File: config.mk
export PLATFORM = sky130hd
export DESIGN_NAME = xoff_req_gen
export DESIGN_NICKNAME = d
export VERILOG_FILES = /design/src/rtl/xoff_pkg.sv /design/src/rtl/xoff_buf_mon.sv /design/src/rtl/xoff_refresh.sv /design/src/rtl/xoff_arb.sv /design/src/rtl/xoff_req_gen.sv
export SDC_FILE = /design/constraint.sdc
export NUM_CORES = 1
export LEC_CHECK = 0
export BUFFER_PORTS_ARGS = -buffer_cell sky130_fd_sc_hd__clkbuf_2
export CORE_AREA = 5 5 213 215
export DETAILED_ROUTE_END_ITERATION = 8
export DIE_AREA = 0 0 218 220
export GPL_TIMING_DRIVEN = 0
export SYNTH_ARGS = -nofsm -noshare
export SYNTH_HDL_FRONTEND = slang
export SYNTH_SLANG_ARGS = --single-unit
export TNS_END_PERCENT = 5
File: constraint.sdc
create_clock -name clk -period 6.4 [get_ports clk]
set_clock_uncertainty 0.1 [all_clocks]
set_input_delay 0.64 -clock clk [delete_from_list [all_inputs] [get_ports clk]]
set_output_delay 0.64 -clock clk [all_outputs]
set_load 0.02 [all_outputs]
File: src/rtl/xoff_pkg.sv
package xoff_pkg;
  localparam int CFG_W      = 32;
  localparam int CFG_EN_BIT = 31;
  localparam int THR_LSB    = 4;
  localparam int THR_W      = 15;
  localparam int GRAN_SH    = 4;   // 16-byte granularity

  // index of lowest set bit, 0 when none
  function automatic logic [4:0] lowest_set(input logic [31:0] v);
    logic [4:0] r;
    r = '0;
    for (int k = 31; k >= 0; k--) begin
      if (v[k]) r = 5'(k);
    end
    return r;
  endfunction
endpackage

File: src/rtl/xoff_buf_mon.sv
module xoff_buf_mon
  import xoff_pkg::*;
#(
  parameter int FILL_W = 20
) (
  input  logic                   clk,
  input  logic                   rst_n,
  input  logic                   fc_en,
  input  logic [FILL_W-1:0]      fill,
  input  logic [CFG_W-1:0]       cfg,
  input  logic [THR_W-1:0]       lo_units,
  output logic                   trig,
  output logic                   cong
);
  localparam int CMP_W = (FILL_W > THR_W + GRAN_SH) ? FILL_W : THR_W + GRAN_SH;

  logic [CMP_W-1:0] fill_b, hi_b, lo_b;
  logic             en, over_hi, under_lo, armed;
  logic             cfg_unused;

  assign cfg_unused = ^{cfg[30:THR_LSB+THR_W], cfg[THR_LSB-1:0]};
  assign en       = cfg[CFG_EN_BIT];
  assign fill_b   = CMP_W'(fill);
  assign hi_b     = CMP_W'({cfg[THR_LSB +: THR_W], {GRAN_SH{1'b0}}});
  assign lo_b     = CMP_W'({lo_units, {GRAN_SH{1'b0}}});
  assign over_hi  = en && (fill_b >= hi_b);
  assign under_lo = fill_b < lo_b;
  assign trig     = over_hi && armed && fc_en;
  assign cong     = en && !under_lo;

  always_ff @(posedge clk or negedge rst_n) begin
    if (!rst_n)        armed <= 1'b1;
    else if (under_lo) armed <= 1'b1;
    else if (trig)     armed <= 1'b0;
  end
endmodule

File: src/rtl/xoff_refresh.sv
module xoff_refresh #(
  parameter int CNT_W = 16
) (
  input  logic             clk,
  input  logic             rst_n,
  input  logic             paused,
  input  logic             xfer,
  input  logic             tick,
  input  logic             congested,
  input  logic [CNT_W-1:0] thr,
  output logic             expire
);
  logic [CNT_W-1:0] cnt;
  logic             live;

  assign live   = paused && tick && (thr != '0);
  assign expire = live && !xfer && congested && (cnt == thr - CNT_W'(1));

  always_ff @(posedge clk or negedge rst_n) begin
    if (!rst_n)                  cnt <= '0;
    else if (xfer || !paused)    cnt <= '0;
    else if (live && cnt != thr) cnt <= cnt + CNT_W'(1);
  end
endmodule

File: src/rtl/xoff_arb.sv
module xoff_arb
  import xoff_pkg::*;
#(
  parameter int N     = 8,
  parameter int IDX_W = 3
) (
  input  logic             clk,
  input  logic             rst_n,
  input  logic             fc_en,
  input  logic [N-1:0]     set_vec,
  input  logic             ready,
  output logic             valid,
  output logic [IDX_W-1:0] idx
);
  logic [N-1:0]     pending, req_vec, grant_oh;
  logic [IDX_W-1:0] sel;
  logic             load;

  assign req_vec  = pending | set_vec;
  assign sel      = IDX_W'(lowest_set(32'(req_vec)));
  assign grant_oh = N'(1) << sel;
  assign load     = fc_en && (!valid || ready) && (req_vec != '0);

  always_ff @(posedge clk or negedge rst_n) begin
    if (!rst_n) begin
      pending <= '0;
      valid   <= 1'b0;
      idx     <= '0;
    end else begin
      if (!fc_en)    pending <= '0;
      else if (load) pending <= req_vec & ~grant_oh;
      else           pending <= req_vec;
      if (load) begin
        valid <= 1'b1;
        idx   <= sel;
      end else if (ready) begin
        valid <= 1'b0;
      end
    end
  end
endmodule

File: src/rtl/xoff_req_gen.sv
module xoff_req_gen
  import xoff_pkg::*;
#(
  parameter int NUM_BUF   = 8,
  parameter int FILL_W    = 20,
  parameter int REFRESH_W = 16,
  localparam int IDX_W    = $clog2(NUM_BUF)
) (
  input  logic                                clk,
  input  logic                                rst_n,
  input  logic                                fc_tx_en,
  input  logic                                tick_en,
  input  logic [NUM_BUF-1:0][FILL_W-1:0]      fill_level,
  input  logic [NUM_BUF-1:0][CFG_W-1:0]       hi_cfg,
  input  logic [NUM_BUF-1:0][THR_W-1:0]       lo_thr,
  input  logic [REFRESH_W-1:0]                refresh_thr,
  output logic                                xoff_valid,
  input  logic                                xoff_ready,
  output logic [IDX_W-1:0]                    xoff_idx,
  output logic                                paused
);
  logic [NUM_BUF-1:0] trig_vec, cong_vec, refresh_oh, set_vec;
  logic               any_cong, xfer, expire;

  for (genvar g = 0; g < NUM_BUF; g++) begin : g_mon
    xoff_buf_mon #(.FILL_W(FILL_W)) u_mon (
      .clk      (clk),
      .rst_n    (rst_n),
      .fc_en    (fc_tx_en),
      .fill     (fill_level[g]),
      .cfg      (hi_cfg[g]),
      .lo_units (lo_thr[g]),
      .trig     (trig_vec[g]),
      .cong     (cong_vec[g])
    );
  end

  assign any_cong   = |cong_vec;
  assign xfer       = xoff_valid && xoff_ready;
  assign refresh_oh = NUM_BUF'(1) << IDX_W'(lowest_set(32'(cong_vec)));
  assign set_vec    = trig_vec | ((expire && fc_tx_en) ? refresh_oh : '0);

  xoff_refresh #(.CNT_W(REFRESH_W)) u_refresh (
    .clk       (clk),
    .rst_n     (rst_n),
    .paused    (paused),
    .xfer      (xfer),
    .tick      (tick_en),
    .congested (any_cong),
    .thr       (refresh_thr),
    .expire    (expire)
  );

  xoff_arb #(.N(NUM_BUF), .IDX_W(IDX_W)) u_arb (
    .clk     (clk),
    .rst_n   (rst_n),
    .fc_en   (fc_tx_en),
    .set_vec (set_vec),
    .ready   (xoff_ready),
    .valid   (xoff_valid),
    .idx     (xoff_idx)
  );

  always_ff @(posedge clk or negedge rst_n) begin
    if (!rst_n)         paused <= 1'b0;
    else if (xfer)      paused <= 1'b1;
    else if (!any_cong) paused <= 1'b0;
  end
endmodule

Word level (Yosys, flattened, before mapping)
Cells that the tools add are included.
{ "word_totals": {"reg_bits": 37, "in_bits": 557, "out_inout_bits": 5} }
{ "classes": {"addsub": 2, "magnitude_cmp": 16, "n_eq_ne": 3, "n_shift": 2, "n_mux": 41, "bitwise_logic": 4, "n_reduce_logical": 68} }
{ "op_table": {"columns": ["operator", "n"], "rows": [
  [">= comparator 20 x 19 -> 1 bit", 8],
  ["< comparator 20 x 19 -> 1 bit", 8],
  ["2-to-1 mux 3 bit", 16],
  ["logical AND 1 bit", 42],
  ["2-to-1 mux 16 bit", 2],
  ["2-to-1 mux 8 bit", 3],
  ["2-to-1 mux 1 bit", 20],
  ["nonzero test 2 bit", 10],
  ["adder 16 x 1 -> 16 bit (second input constant)", 1],
  ["== test 16 bit", 1],
  ["inequality test 16 bit", 1],
  ["OR 8 bit", 2],
  ["nonzero test 16 bit", 1],
  ["<< shifter 1 x 3 -> 8 bit (first input constant)", 2],
  ["subtractor 16 x 1 -> 16 bit (second input constant)", 1],
  ["zero test 1 bit", 11],
  ["bitwise AND 8 bit", 1],
  ["inverter 8 bit", 1],
  ["nonzero test 8 bit", 1],
  ["OR reduction 8 bit", 1],
  ["logical OR 1 bit", 2],
  ["inequality test 2 x 1 -> 1 bit (second input constant)", 1]
]} }

Logic depth before layout (Yosys ltp)
Gate-level depths: netlist (run 1).
{ "logic_depth": {"depth_word": 28, "ltp_mapped": 13, "ltp_nobuf": 12} }

By module
From an unflattened synthesis (run 1), not the netlist that was laid out.
{ "unflattened": {"hier_cells": 1134, "hier_area_um2": 8818.5} }
{ "by_module_without_submodules": {"columns": ["module", "instances", "cells_each", "area_each_um2", "seq_area_each_um2"], "rows": [
  ["xoff_buf_mon (g_mon[0].u_mon ...)", 7, 106, 788.3, 26.3],
  ["xoff_refresh", 1, 190, 1549.0, 400.4],
  ["xoff_buf_mon (g_mon[4].u_mon)", 1, 106, 829.5, 26.3],
  ["xoff_arb", 1, 62, 639.4, 300.3],
  ["xoff_req_gen", 1, 34, 282.8, 25.0]
]} }

Least setup slack after synthesis (run 1)
No wires, ideal clock.
{ "synth_path": {"path_kind": "input port to flip-flop", "start": "input port refresh_thr[5]", "end": "register u_arb.pending[5]", "t_arrival_ps": 3264, "t_required_ps": 6174, "path_slack_ps": 2910, "cell_stages": 11, "n_path_buf": 1, "path_cell_list": "buf_2 -> nor4_4 -> nand4_1 -> or3_4 -> a2111oi_4 -> nand4_2 -> nor4_4 -> and4_1 -> o21ai_2 -> a21o_1 -> o311a_1"} }
{ "synth_via": {"elab_chain_cells": 22, "elab_cells_between_ends": 26, "cone_classes": "add/sub: 1; eq/ne: 1; shift: 1; mux: 11; bitwise: 4; reduce/logical: 8"} }
{ "synth_rtl": {"columns": ["element", "line", "text"], "rows": [
  ["start: declaration", "xoff_req_gen.sv:16", "input logic [REFRESH_W-1:0] refresh_thr,"],
  ["branches (longest 4 deep; another with subtractor 16 x 1 -> 16 bit)", null, null],
  ["logical AND 1 bit (*)", "xoff_refresh.sv:17", "assign expire = live && !xfer && congested && (cnt == thr - CNT_W'(1));"],
  ["logical AND 1 bit (*)", "xoff_req_gen.sv:41", "assign set_vec = trig_vec | ((expire && fc_tx_en) ? refresh_oh : '0);"],
  ["2-to-1 mux 8 bit (*)", "xoff_req_gen.sv:41", null],
  ["OR 8 bit (*)", "xoff_req_gen.sv:41", null],
  ["OR 8 bit (*)", "xoff_arb.sv:19", "assign req_vec = pending | set_vec;"],
  ["2-to-1 mux 3 bit (8 in a row)", "xoff_pkg.sv:13", "if (v[k]) r = 5'(k);"],
  ["<< shifter 1 x 3 -> 8 bit", "xoff_arb.sv:21", "assign grant_oh = N'(1) << sel;"],
  ["inverter 8 bit", "xoff_arb.sv:31", "else if (load) pending <= req_vec & ~grant_oh;"],
  ["bitwise AND 8 bit", "xoff_arb.sv:31", null],
  ["2-to-1 mux 8 bit (*)", "xoff_arb.sv:31", null],
  ["2-to-1 mux 8 bit (*)", "xoff_arb.sv:30", "if (!fc_en) pending <= '0;"],
  ["end signal: assignment", "xoff_arb.sv:31", null],
  ["end signal: assignment", "xoff_arb.sv:32", "else pending <= req_vec;"],
  ["end: declaration", "xoff_arb.sv:15", "logic [N-1:0] pending, req_vec, grant_oh;"]
]} }
Every way passes the cells marked *.
A chain may end at the register's enable or synchronous reset.

Worst setup path after layout (run 1)
{ "layout_path": {"start": "input port fill_level[115] in the netlist's numbering", "end": "register u_arb.pending[5]"} }
{ "layout_via": {"elab_chain_cells": 26, "elab_cells_between_ends": 36, "cone_classes": "order compare: 2; shift: 2; mux: 17; bitwise: 4; reduce/logical: 11"} }
{ "layout_rtl": {"columns": ["element", "line", "text"], "rows": [
  ["start: declaration", "xoff_req_gen.sv:13", "input logic [NUM_BUF-1:0][FILL_W-1:0] fill_level,"],
  ["< comparator 20 x 19 -> 1 bit", "xoff_buf_mon.sv:27", "assign under_lo = fill_b < lo_b;"],
  ["zero test 1 bit", "xoff_buf_mon.sv:29", "assign cong = en && !under_lo;"],
  ["logical AND 1 bit", "xoff_buf_mon.sv:29", null],
  ["2-to-1 mux 3 bit (6 in a row)", "xoff_pkg.sv:13", null],
  ["<< shifter 1 x 3 -> 8 bit", "xoff_req_gen.sv:40", "assign refresh_oh = NUM_BUF'(1) << IDX_W'(lowest_set(32'(cong_vec)));"],
  ["2-to-1 mux 8 bit", "xoff_req_gen.sv:41", null],
  ["OR 8 bit (*)", "xoff_req_gen.sv:41", null],
  ["OR 8 bit (*)", "xoff_arb.sv:19", null],
  ["2-to-1 mux 3 bit (8 in a row)", "xoff_pkg.sv:13", null],
  ["<< shifter 1 x 3 -> 8 bit", "xoff_arb.sv:21", null],
  ["inverter 8 bit", "xoff_arb.sv:31", null],
  ["bitwise AND 8 bit", "xoff_arb.sv:31", null],
  ["2-to-1 mux 8 bit (*)", "xoff_arb.sv:31", null],
  ["2-to-1 mux 8 bit (*)", "xoff_arb.sv:30", null]
]} }
Every way passes the cells marked *; elsewhere a longest branch is shown, timed or not.

==> qor.txt, run 1 <==
==========================================================================================
Run status                                                                       completed
Final period demand of the worst path                                             4.002 ns
Critical path data arrival time                                                    4.06 ns
Top-level I/O count                                                                    562
Number of enable-type register cells in the synthesized netlist                          0
Area enclosed by the die boundary                                                47960 µm²
Die height                                                                          220 µm
Root buffer cell                                                              sky130_fd_sc_hd__clkbuf_16
Wire length of the first global-routing pass                                      53280 µm
Synth Net Count                                                                       1951
Maximum buffer depth of the clock tree                                                   2
Design Power                                                                    0.001340 W
Post-synthesis instance area                                                      8875 µm²
Avg WL per Cell                                                                   16.19 µm
Largest net degree at the start of global routing                                       38
TritonCTS buffer count                                                                   5
Later-pin clock latency in the skew report                                         0.30 ns
Number of vias in the routed layout                                                   9791
Weighted congestion at the end of routability-driven global placement               0.8811
Std cell rows                                                                           77
Grt total ovfl                                                                           0
Startpoint of the worst register-to-register path                             u_refresh.cnt[4]$_DFFE_PN0P_
Proportion of synthesized chip area in sequential cells                             0.1055
Endpoints failing setup                                                                  0
Worst stage delay on the critical path                                             0.70 ns
Number of H-tree levels                                                                  2
Initial antenna violation count                                                          3
Yosys warns                                                                              0
Proportion of netlist area held by the largest area contributor                     0.3299
Per-instance average area after synthesis                                        7.651 µm²
Slowest-stage cell, CP                                                        sky130_fd_sc_hd__a21boi_0
DR vias/cell                                                                         4.469
Clock sinks                                                                             37
Count of hold buffers inserted by post-cts repair                                        0
Area added between synthesis and finish                                             34.54%
Distinct cells, synth                                                                   78
CTS tree                                                                              done
Max IR drop VDD                                                               0.00009393 V
PD cells                                                                      112.2 nW/µm²
Cell-by-cell trace of the critical path                                       clkbuf_2 -> ha_1 -> and4_1 -> nand2_1 -> o311a_1 -> a21boi_0 -> a41oi_1 -> o31ai_1 -> and4_1 -> o21ai_2 -> a21o_1 -> o311a_1
Kind of capture point of the worst setup path                                         flop
Number of antenna cells inserted                                                         0
Starting DRT DRC Count                                                                 308
Final HPWL DP                                                                     32640 µm
Transition time at the pin with the least slew margin                             1.138 ns
Number of global-route vias before repair                                           10.14k
Standard cell core area                                                          43550 µm²
Peak Freq                                                                        249.9 MHz
Critical path required time                                                        6.46 ns
Sum of routed wire length over all layers                                         35470 µm
Largest cells by area after synthesis                                         sky130_fd_sc_hd__ha_1, sky130_fd_sc_hd__inv_1, sky130_fd_sc_hd__dfrtp_1
Number of iterations in the first detailed-routing pass                                  5
Number of synthesized register bits                                                     37
Library cell occupying the most area in the post-synthesis netlist            sky130_fd_sc_hd__ha_1
Overall Global Routing Usage                                                        0.1397
Maximum capacitance violations                                                           0
Worst Path Max Fanout                                                                    4
DRT antenna net count                                                                    0
Crit Path Class                                                               primary input to flop
Gate Count Post-Synth                                                                 1160
Sum Neg Setup Slack                                                                   0 ns
Async set-reset flop share out of synthesis                                          1.000
Starting Density                                                                    0.2038
Share of post-route cells with drive strength above 1                               0.2971
Net total in the final layout                                                         2389
Critical Path Start Type                                                      primary input
Static leakage power                                                              6.988 nW
Start point of the critical path                                              fill_level[115]
Setup repair after global routing missed its margin                                     no
Residual DRC count                                                                       0
Endpoints failing hold                                                                   0
Number of buffers inserted to repair setup after CTS                                     0
Post-cts gate resize count                                                               0
Max-slew headroom at the worst pin                                                  0.2415
Total count of max-transition violations in the final report                             0
Commonest register cell after synthesis                                       sky130_fd_sc_hd__dfrtp_1
DIE WIDTH                                                                           218 µm
Min-Delay Startpoint                                                          g_mon[6].u_mon.armed$_DFFE_PN1P_
Classification of the worst-slack hold path                                   flop to flop
Share of the clock period used by the worst path                                    0.6253
PortBufs                                                                               431
Clock edge transition at the registers on the reported setup and hold paths        0.06 ns
==========================================================================================
[cell families after synthesis]
group                      synth area share
adders and majority gates            0.3299
AOI/OAI and AO/OA                    0.2271
DFF                                  0.1055
and+or+nand+nor                      0.1795
buffers and inverters                0.1160
muxes                              0.004934
xor gates and xnor gates            0.03708
[final timing paths]
| check | end | slack [ns] | depth (start not counted) |
|---|---|---|---|
| min | g_mon[6].u_mon.armed$_DFFE_PN1P_ | 0.36 | 2 |
| min in group asynchronous | u_refresh.cnt[9]$_DFFE_PN0P_ | 0.46 | 1 |
| max reg2reg | u_arb.pending[5]$_DFF_PN0_ | 2.88 | 10 |
| max in group asynchronous | u_arb.pending[5]$_DFF_PN0_ | 5.05 | 1 |
| min reg2reg | g_mon[6].u_mon.armed$_DFFE_PN1P_ | 0.36 | 2 |
| max | u_arb.pending[5]$_DFF_PN0_ | 2.40 | 12 |
[layout by cell type, fill, tap and decap left out, drive strengths merged, types with 14 or more instances in the layout]
cell type,synthesis,routed
inv,266,266
ha,234,234
a21o,34,34
nand2b,14,14
a211oi,21,21
a21oi,64,64
dfrtp,29,29
nor2,52,52
o211ai,14,14
o21ai,57,57
nand3,20,20
nor4,14,14
nand4,27,27
xor2,22,22
nor3,16,16
nand2,73,73
clkbuf,3,440
[cells in the mapped netlist (all sizes together) (16+ instances only)]
library cell	instances
a21o	34
o21ai	57
a21oi	64
nand4	27
a211oi	21
nor3	16
dfrtp	29
nor2	52
nand3	20
nand2	73
inv	266
ha	234
xor2	22
[critical path: cells and delay by family]
| family | cells | cell delay (ns) |
|---|---|---|
| adder cells (fa/ha/maj) | 1 | 0.31 |
| buffers and inverters | 1 | 0.11 |
| AND/OR/NAND/NOR | 3 | 0.60 |
| AO/OA/AOI/OAI | 7 | 2.39 |
[power breakdown]
part | total [W] | internal [W] | switching (W)
clock network | 0.000305 | 0.000185 | 0.000119
logic | 0.000736 | 0.000330 | 0.000406
registers | 0.000299 | 0.000271 | 0.0000284
[through the flow]
stage	hold slack [ns]	setup slack [ns]	util	instance area, µm²	instances
floorplan	0.2444	2.910	-	8875	1160
global placement	0.3508	1.959	0.2703	11770	2183
detailed placement	0.3523	1.963	0.2703	11770	2183
CTS	0.3622	2.274	0.2742	11940	2191
global route	0.3887	2.133	0.2742	11940	2191
finish	0.3605	2.398	0.2742	11940	2191
[registers in the layout, indices dropped and copies added (netlist names)]
name and cells:
u_refresh.cnt 16, paused 1, u_arb.valid 1, g_mon.u_mon.armed 8
u_arb.idx 3, u_arb.pending 8
[routing by layer]
layer	GRT usage	up-vias	share of wire
met3	0.02858	16	0.068
met5	0	-	0.0013
met1	0.1889	4461	0.46
met2	0.2413	305	0.47
met4	0.008583	6	0.0024
li1	-	5003	-
[final cells by class]
type	count	area [µm²]
Tap cell	592	740.7
Fill cell	4879	31610
Buffer	7	31.28
Sequential cell	37	935.9
Inverter	266	998.5
Multi-Input combinational cell	850	6909
Clock inverter	2	38.79
Timing Repair Buffer	431	2157
Clock buffer	6	128.9
(Power assumes the default switching activity.)
==> inputs of run 2 (changes only) <==
Settings changed: CORE_AREA 5 5 213 215 to 5 5 216 218, DIE_AREA 0 0 218 220 to 0 0 221 223.
Clock period 6.4 ns to 3.4 ns, I/O delays scaled along.
==> qor.txt, run 2 (synthesis gave the netlist of run 1 again) <==
==========================================================================================
Classification of the worst-slack hold path                                   primary input to asynchronous set/reset pin
Peak Freq                                                                        304.4 MHz
Endpoints failing setup                                                                  0
Total count of max-transition violations in the final report                             0
TritonCTS buffer count                                                                   5
Met1 global-route usage                                                             0.1794
Residual DRC count                                                                       0
Endpoints failing hold                                                                   0
Sum of routed wire length over all layers                                         35870 µm
Number of global-route vias before repair                                           10.23k
Largest registers                                                             u_refresh.cnt (16), g_mon.u_mon.armed (8), u_arb.pending (8)
Std cell rows                                                                           78
Starting Density                                                                    0.1986
Share of the clock period used by the worst path                                    0.9661
Area added between synthesis and finish                                             37.85%
Combined area of the multi-input logic cells                                      7172 µm²
Weighted congestion at the end of routability-driven global placement               0.9362
Most frequent standard cell in the layout excluding fill and tap cells        sky130_fd_sc_hd__clkbuf_2
Sum Neg Setup Slack                                                                   0 ns
Max IR drop VDD                                                                0.0001560 V
Static leakage power                                                              7.069 nW
Crit Path Class                                                               primary input to flop
Standard cell core area                                                          44700 µm²
Share of post-route cells with drive strength above 1                               0.3215
Clock edge transition at the registers on the reported setup and hold paths        0.07 ns
FILL cells                                                                            4949
Largest net degree at the start of global routing                                       38
Global-route track usage on met2                                                    0.2345
DIE WIDTH                                                                           221 µm
Worst Reg2Reg Path Length in Cells                                                      10
Maximum buffer depth of the clock tree                                                   2
Die height                                                                          223 µm
Wire length of the first global-routing pass                                      54610 µm
PD cells                                                                      205.1 nW/µm²
Critical path data arrival time                                                    3.36 ns
Critical path required time                                                        3.48 ns
Worst Path Max Fanout                                                                    4
Hold Worst Slack                                                                 0.1547 ns
Register area                                                                    935.9 µm²
Kind of capture point of the worst setup path                                         flop
Number of vias in the routed layout                                                   9848
Most flops, register                                                          u_refresh.cnt
GR met3 Demand/Resource                                                            0.03434
Setup repair after global routing missed its margin                                    yes
Overall Global Routing Usage                                                        0.1376
Clock sinks                                                                             37
Starting DRT DRC Count                                                                 271
Max FFs per register                                                                    16
Max-slew headroom at the worst pin                                                  0.2497
Final HPWL DP                                                                     32810 µm
Grt total ovfl                                                                           0
Number of iterations in the first detailed-routing pass                                  4
Number of H-tree levels                                                                  2
Top-level I/O count                                                                    562
Avg WL per Cell                                                                   16.25 µm
Area enclosed by the die boundary                                                49280 µm²
Critical Path Start Type                                                      primary input
Placed standard-cell area                                                        11780 µm²
Later-pin clock latency in the skew report                                         0.30 ns
Initial antenna violation count                                                          7
Commonest non-fill, non-tap cells in the layout                               sky130_fd_sc_hd__clkbuf_2, sky130_fd_sc_hd__inv_1, sky130_fd_sc_hd__ha_1
Design Power                                                                    0.002509 W
PortBufs                                                                               431
Run status                                                                       completed
Final period demand of the worst path                                             3.285 ns
Maximum capacitance violations                                                           0
Root buffer cell                                                              sky130_fd_sc_hd__clkbuf_16
CTS tree                                                                              done
DR vias/cell                                                                         4.462
Transition time at the pin with the least slew margin                             1.125 ns
Post-layout instance area                                                        12230 µm²
Busiest layer in global routing                                                       met2
Net total in the final layout                                                         2395
DRT antenna net count                                                                    0
==========================================================================================
-- run 2: cell types whose count changed in the layout (fill, tap and decap cells not counted), sizes merged --
cell / change
buf: +6
diode: +2
clkinv: +1
bufinv: -1
-- run 2: final cells by class --
type	count	share of cell area
multi-input cells	850	0.5862
repair buffers	437	0.1800
inverters	266	0.08161
flip-flops and latches	37	0.07650
well taps	600	0.06136
clock buffers	6	0.01053
plain buffers	7	0.002557
clock inverters	2	0.0008182
diodes	2	0.0004091
-- run 2: critical path, stage by stage --
cell	delay, ns
sky130_fd_sc_hd__clkbuf_2	0.11
sky130_fd_sc_hd__ha_1	0.31
sky130_fd_sc_hd__a211oi_1	0.38
sky130_fd_sc_hd__nand2_1	0.14
sky130_fd_sc_hd__a211o_1	0.35
sky130_fd_sc_hd__a311oi_4	0.45
sky130_fd_sc_hd__o211ai_1	0.26
sky130_fd_sc_hd__or4b_4	0.63
sky130_fd_sc_hd__o311a_1	0.39
-- run 2: power by group --
group          leakage [nW]  internal [W]  total (W)  switching, W
Sequential            0.473      0.000510   0.000565     0.0000553
Combinational          6.53      0.000654    0.00146      0.000805
Clock                0.0706      0.000270   0.000485      0.000214
-- run 2: timing repair --
| action | in CTS | in global routing |
|---|---|---|
| pin swaps | 4 | 13 |
| hold buffers | 0 | 0 |
| setup buffers | 2 | 4 |
| resized for setup | 20 | 34 |
| setup endpoints to repair | 7 | 7 |
-- run 2: path summary, 6_finish.rpt --
path,from,end,slack (ns)
setup / recovery,fill_level[71],u_arb.pending[5]$_DFF_PN0_,0.12
max in group asynchronous,rst_n,u_arb.valid$_DFFE_PN0P_,2.36
hold reg to reg,g_mon[6].u_mon.armed$_DFFE_PN1P_,g_mon[6].u_mon.armed$_DFFE_PN1P_,0.36
min in group clk,fill_level[119],g_mon[5].u_mon.armed$_DFFE_PN1P_,0.25
hold / removal,rst_n,u_refresh.cnt[9]$_DFFE_PN0P_,0.15
setup reg to reg,u_refresh.cnt[4]$_DFFE_PN0P_,u_arb.pending[5]$_DFF_PN0_,0.15
-- run 2: through the flow --
step / util / worst slack [ns] / cells
finish: 0.2737 / 0.1153 / 2207
floorplan: - / 0.2104 / 1160
global placement: 0.2636 / -0.7193 / 2191
CTS: 0.2691 / 0.003698 / 2201
global route: 0.2737 / -0.02823 / 2207
detailed placement: 0.2636 / -0.7290 / 2191
-- run 2: per-layer routing --
metal / part of all wire / vias to the layer above
met3: 0.063 / 39
met4: 0.015 / 8
met5: 0.0015 / -
met1: 0.46 / 4478
li1: - / 5023
met2: 0.46 / 300
